==> config.mk <==
export PLATFORM = sky130hd
export DESIGN_NAME = dual_cmrs_rng
export DESIGN_NICKNAME = d
export VERILOG_FILES = /design/src/rtl/cmrs_pkg.sv /design/src/rtl/cmrs_step.sv /design/src/rtl/cmrs_lane.sv /design/src/rtl/cmrs_sum.sv /design/src/rtl/dual_cmrs_rng.sv
export SDC_FILE = /design/constraint.sdc
export NUM_CORES = 2
export LEC_CHECK = 0
export BUFFER_PORTS_ARGS = -buffer_cell sky130_fd_sc_hd__buf_2
export CORE_MARGIN = 2
export CORE_UTILIZATION = 35
export CTS_BUF_LIST = sky130_fd_sc_hd__clkbuf_8
export CTS_CLUSTER_DIAMETER = 80
export DETAILED_ROUTE_END_ITERATION = 16
export SYNTH_ARGS = -nofsm -noshare
export SYNTH_HDL_FRONTEND = slang
export SYNTH_HIERARCHICAL = 1
export SYNTH_SLANG_ARGS = --single-unit
==> constraint.sdc <==
create_clock -name clk -period 16.3 [get_ports clk]
set_clock_uncertainty 0.05 [all_clocks]
set_input_delay 1.63 -clock clk [delete_from_list [all_inputs] [get_ports clk]]
set_output_delay 1.63 -clock clk [all_outputs]
set_load 0.01 [all_outputs]
==> src/rtl/cmrs_pkg.sv <==
package cmrs_pkg;
   localparam int unsigned NUM_LANES = 2;
   localparam int unsigned WORD_W    = 64;

   typedef logic [WORD_W-1:0] word_t;

   function automatic word_t lane_mult(input int unsigned idx);
      return (idx == 0) ? 64'd3188803096312630803 : 64'd14882990517504201107;
   endfunction

   function automatic int unsigned lane_rot(input int unsigned idx);
      return (idx == 0) ? 33 : 30;
   endfunction

   function automatic word_t lane_init(input int unsigned idx);
      return (idx == 0) ? 64'd138563767 : 64'd2400589211;
   endfunction
endpackage

==> src/rtl/cmrs_step.sv <==
module cmrs_step #(
   parameter int unsigned       WIDTH = 64,
   parameter logic [WIDTH-1:0]  MULT  = '1,
   parameter int unsigned       ROT   = 1
) (
   input  logic [WIDTH-1:0] cur,
   output logic [WIDTH-1:0] nxt
);
   logic [WIDTH-1:0] prod;
   logic [WIDTH-1:0] rot;

   if (ROT >= WIDTH) begin : g_bad_rot
      $error("cmrs_step: ROT must be below WIDTH");
   end

   assign prod = cur * MULT;

   if (ROT == 0) begin : g_norot
      assign rot = prod;
   end else begin : g_rot
      assign rot = {prod[WIDTH-ROT-1:0], prod[WIDTH-1:WIDTH-ROT]};
   end

   assign nxt = rot - cur;
endmodule

==> src/rtl/cmrs_lane.sv <==
module cmrs_lane #(
   parameter int unsigned       WIDTH  = 64,
   parameter int unsigned       HALF_W = 16,
   parameter int unsigned       EXTRA  = 10,
   parameter logic [WIDTH-1:0]  MULT   = '1,
   parameter int unsigned       ROT    = 1,
   parameter logic [WIDTH-1:0]  INIT   = '0
) (
   input  logic              clk,
   input  logic              rst,
   input  logic              load,
   input  logic [HALF_W-1:0] half,
   input  logic              advance,
   output logic              warming,
   output logic [WIDTH-1:0]  nxt_state
);
   localparam int unsigned CNT_W = HALF_W + 1;

   if (EXTRA >= (1 << HALF_W)) begin : g_bad_extra
      $error("cmrs_lane: EXTRA too large for counter");
   end

   logic [WIDTH-1:0] state_q;
   logic [CNT_W-1:0] cnt_q;

   cmrs_step #(.WIDTH(WIDTH), .MULT(MULT), .ROT(ROT)) u_step (
      .cur(state_q),
      .nxt(nxt_state)
   );

   assign warming = (cnt_q != '0);

   always_ff @(posedge clk) begin
      if (rst) begin
         state_q <= INIT;
         cnt_q   <= '0;
      end else if (load) begin
         state_q <= INIT;
         cnt_q   <= {1'b0, half} + CNT_W'(EXTRA);
      end else if (warming) begin
         state_q <= nxt_state;
         cnt_q   <= cnt_q - CNT_W'(1);
      end else if (advance) begin
         state_q <= nxt_state;
      end
   end
endmodule

==> src/rtl/cmrs_sum.sv <==
module cmrs_sum #(
   parameter int unsigned WIDTH = 64,
   parameter int unsigned LANES = 2
) (
   input  logic                   clk,
   input  logic                   rst,
   input  logic                   fire,
   input  logic [LANES*WIDTH-1:0] lane_words,
   output logic [WIDTH-1:0]       word_q,
   output logic                   valid_q
);
   logic [WIDTH-1:0] total;

   always_comb begin
      total = '0;
      for (int i = 0; i < LANES; i++) begin
         total = total + lane_words[i*WIDTH +: WIDTH];
      end
   end

   always_ff @(posedge clk) begin
      if (rst) begin
         word_q  <= '0;
         valid_q <= 1'b0;
      end else begin
         valid_q <= fire;
         if (fire) word_q <= total;
      end
   end
endmodule

==> src/rtl/dual_cmrs_rng.sv <==
module dual_cmrs_rng #(
   parameter int unsigned WIDTH      = 64,
   parameter int unsigned SEED_W     = 32,
   parameter int unsigned WARM_EXTRA = 10
) (
   input  logic              clk,
   input  logic              rst,
   input  logic              seed_load,
   input  logic [SEED_W-1:0] seed,
   input  logic              step_en,
   output logic              busy,
   output logic [WIDTH-1:0]  rnd_out,
   output logic              rnd_valid
);
   import cmrs_pkg::*;

   localparam int unsigned LANES  = NUM_LANES;
   localparam int unsigned HALF_W = SEED_W / LANES;

   if (WIDTH > WORD_W || WIDTH < 32) begin : g_bad_width
      $error("dual_cmrs_rng: WIDTH out of range");
   end
   if (SEED_W % LANES != 0) begin : g_bad_seed
      $error("dual_cmrs_rng: SEED_W must split evenly across lanes");
   end

   logic [LANES-1:0]       lane_warm;
   logic [LANES*WIDTH-1:0] lane_next;
   logic                   advance;

   assign busy    = |lane_warm;
   assign advance = step_en & ~busy & ~seed_load;

   for (genvar g = 0; g < LANES; g++) begin : g_lane
      localparam word_t M64 = lane_mult(g);
      localparam word_t I64 = lane_init(g);
      cmrs_lane #(
         .WIDTH (WIDTH),
         .HALF_W(HALF_W),
         .EXTRA (WARM_EXTRA),
         .MULT  (M64[WIDTH-1:0]),
         .ROT   (lane_rot(g)),
         .INIT  (I64[WIDTH-1:0])
      ) u_lane (
         .clk      (clk),
         .rst      (rst),
         .load     (seed_load),
         .half     (seed[g*HALF_W +: HALF_W]),
         .advance  (advance),
         .warming  (lane_warm[g]),
         .nxt_state(lane_next[g*WIDTH +: WIDTH])
      );
   end

   cmrs_sum #(.WIDTH(WIDTH), .LANES(LANES)) u_sum (
      .clk       (clk),
      .rst       (rst),
      .fire      (advance),
      .lane_words(lane_next),
      .word_q    (rnd_out),
      .valid_q   (rnd_valid)
   );
endmodule

==> results.py <==
metrics = {
    "sta": {
        "max_slew_margin": 0.04549,
        "whs_ps": 419.2,
        "finalCritPeriodShare": 0.9042,
        "finalSetupTns_ps": 0,
        "fmax_mhz": 67.85,
        "final-setup-viol-count": 0,
        "rsz0062_at_grt": "no",
        "slew_viol_final": 0,
        "worst_pin_slew_ps": 1422,
        "min_period_ps": 14740,
        "hold_viol_final": 0,
    },
    "logic_synthesis": {
        "yosysSeqAreaShare": 0.05853,
        "synth_warnings": 6,
        "ys.flop_type": "dfxtp_1",
        "yosys.area.top_type": "fa_1",
        "synth.area.top_cells": "fa_1 (37%), ha_1 (21%), inv_1 (12%)",
        "synth_top_area_frac": 0.3739,
        "avgSynthCellArea_um2": 9.174,
        "synth_cell_type_count": 116,
        "synth-edff-count": 0,
        "syn_nets": 11270,
        "syn_inst": 8463,
        "ys_ff_latch": 227,
        "async_flop_share": 0,
        "syn_area_um2": 77640,
    },
    "worst_setup_path": {
        "crit_buf_inv": 7,
        "critPathMaxStageDelay_ps": 1000,
        "crit_arrival_ps": 15330,
        "worst_setup_path_end_kind": "flip-flop",
        "crit_path_frequent_cell": "fa_1",
        "crit_family": "adder cells",
        "path_max_fanout": 11,
        "worstSetupPathType": "reg2reg",
        "cp.required_ps": 16890,
        "crit_slowest_cell": "dfxtp_1",
        "critPathLaunchType": "flip-flop",
    },
    "final_layout": {
        "area_delta_synth_final_pct": 6.587,
        "finalInstanceArea_um2": 82750,
        "drive_gt1_frac": 0.03724,
        "utilization": 0.3759,
        "final_nets": 11340,
    },
    "detailed_routing": {
        "drcViolationCount": 0,
        "drt-pass1-iter-count": 7,
        "drt_iter0_markers": 5551,
        "via_per_inst": 5.241,
        "post_drt_wl_per_cell_um": 28.66,
        "vias": 60430,
        "final_antenna_net_count": 0,
        "drt_wl_total_mm": 330.5,
    },
    "global_routing": {
        "antenna_found_initial": 14,
        "grt_max_degree": 65,
        "overflow": 0,
        "track_usage": 0.2948,
        "grt_pass1_vias": 62630,
        "grt_pass1_wl_mm": 467.6,
    },
    "clocking": {
        "hold_buffers": 0,
        "clk_pin_slew_worst_paths_ps": 60,
        "cts_root_buffer": "clkbuf_8",
        "cts_sinks": 227,
        "cts_tree": "yes",
        "numCtsBuffers": 47,
        "htreeDepth": 2,
        "cts_setup_buffers": 0,
        "clock_latency_ps": 700,
        "cts_resized": 0,
        "clk_path_buf_depth": 3,
    },
    "outcome": {
        "status": "complete, no violations",
    },
    "floorplan": {
        "core-area_um2": 220200,
        "die_area_um2": 225600,
        "rows": 172,
        "die_y_um": 475.0,
        "start_util": 0.3526,
        "die_w_um": 475.0,
        "ioPinCount": 102,
    },
    "placement": {
        "post_dp_cell_area_um2": 81620,
        "portBuffers": 101,
        "dp_hpwl_mm": 297.2,
        "place.gp.congestion": 1.099,
    },
    "run": {
        "maxCapViolations": 0,
    },
    "min_path": {
        "hold_class": "reg2reg",
    },
}
==> per-layer routing <==
metal | GRT usage | share of wire | wire length [µm]
met5 | 0 | 0.00015 | 50
met4 | 0.07962 | 0.034 | 11190
met3 | 0.07926 | 0.10 | 32950
met2 | 0.4290 | 0.41 | 136700
met1 | 0.4269 | 0.45 | 149600
==> metrics by stage <==
| stage | setup slack, ps | std cells |
|---|---|---|
| after CTS | 1702 | 11520 |
| final | 1562 | 11530 |
| after global placement | 1880 | 11440 |
| after detailed placement | 1714 | 11440 |
| after floorplan | 4476 | 8463 |
| after global routing | 728.1 | 11520 |
==> area by class of cell <==
class                      instances  area [µm²]
antenna                            8       20.02
clock buffer                      56       770.7
clock inverter                    29       330.3
fill                           22440      137400
inverter                        2483        9320
multi-input combinational       5604       63060
sequential                       227        4544
tap                             2958        3701
timing repair buffer             167        1003
==> cell usage in the layout (no fill, tap or decap), drive strengths merged, types with 9 or more instances in the layout <==
cell,netlist,layout
xor2,130,130
nand2,492,492
xnor2,296,296
o21a,36,36
inv,2482,2496
a21oi,448,448
and3,46,46
o31ai,16,16
ha,1319,1319
a311oi,9,9
nor2,221,221
nor3b,11,11
fa,1450,1450
o21bai,53,53
a211oi,33,33
or2,11,11
buf,58,167
and2,21,21
a21o,148,148
clkbuf,91,56
a221o,16,16
o22ai,11,11
dfxtp,227,227
a21boi,15,15
a221oi,18,18
and4,9,9
mux2i,40,40
o211ai,33,33
nor4,17,17
a31oi,39,39
nor3,62,62
nand2b,47,47
nand3,107,107
o21ai,199,199
nand4,61,61
or4,10,10
or3,18,18
nor2b,34,34
==> final timing paths <==
path | startpoint | to | slack (ps) | cells past startpoint
max | g_lane[1].u_lane/state_q[6] | u_sum/word_q[61] | 1560 | 48
min | g_lane[0].u_lane/cnt_q[16] | g_lane[0].u_lane/cnt_q[16] | 420 | 2
max reg2reg | g_lane[1].u_lane/state_q[6] | u_sum/word_q[61] | 1560 | 48
min reg2reg | g_lane[0].u_lane/cnt_q[16] | g_lane[0].u_lane/cnt_q[16] | 420 | 2
==> tightest hold or removal path, delay by kind of cell (launching register included) <==
kind | cells | cell delay [ps]
DFF | 1 | 310
and+or+nand+nor | 1 | 50
AOI/OAI and AO/OA | 1 | 60
==> cell usage after synthesis (36+ instances only) <==
| cell type | number |
|---|---|
| mux2i_1 | 40 |
| a21o_1 | 147 |
| nand4_1 | 61 |
| nand2_1 | 490 |
| and3_1 | 46 |
| ha_1 | 1319 |
| xnor2_1 | 296 |
| nand2b_1 | 47 |
| clkbuf_1 | 87 |
| xor2_1 | 130 |
| a31oi_1 | 38 |
| a21oi_1 | 444 |
| o21a_1 | 36 |
| inv_1 | 2482 |
| nor3_1 | 59 |
| fa_1 | 1450 |
| o21bai_1 | 53 |
| nand3_1 | 105 |
| dfxtp_1 | 227 |
| nor2_1 | 221 |
| o21ai_0 | 180 |
==> state kept, by name, summed over array words and instances (netlist names) <==
register	flops
u_sum/word_q	64
g_lane.u_lane/cnt_q	34
u_sum/valid_q	1
g_lane.u_lane/state_q	128
==> logic make-up (layout without fill, tap and decap cells) <==
group / after synthesis / after routing / share of synthesized area
buffers and inverters: 2632 / 2735 / 0.1298
adder cells (fa/ha/maj): 2769 / 2769 / 0.5865
other: 0 / 8 / 0
AO/OA/AOI/OAI: 1177 / 1177 / 0.09916
multiplexers: 41 / 41 / 0.005302
AND/OR/NAND/NOR: 1191 / 1191 / 0.07272
XOR/XNOR: 426 / 426 / 0.04806
flip-flops: 227 / 227 / 0.05853
Power is not shown: default switching activity piles up to over one toggle a cycle in this logic, so the estimate is an artifact.
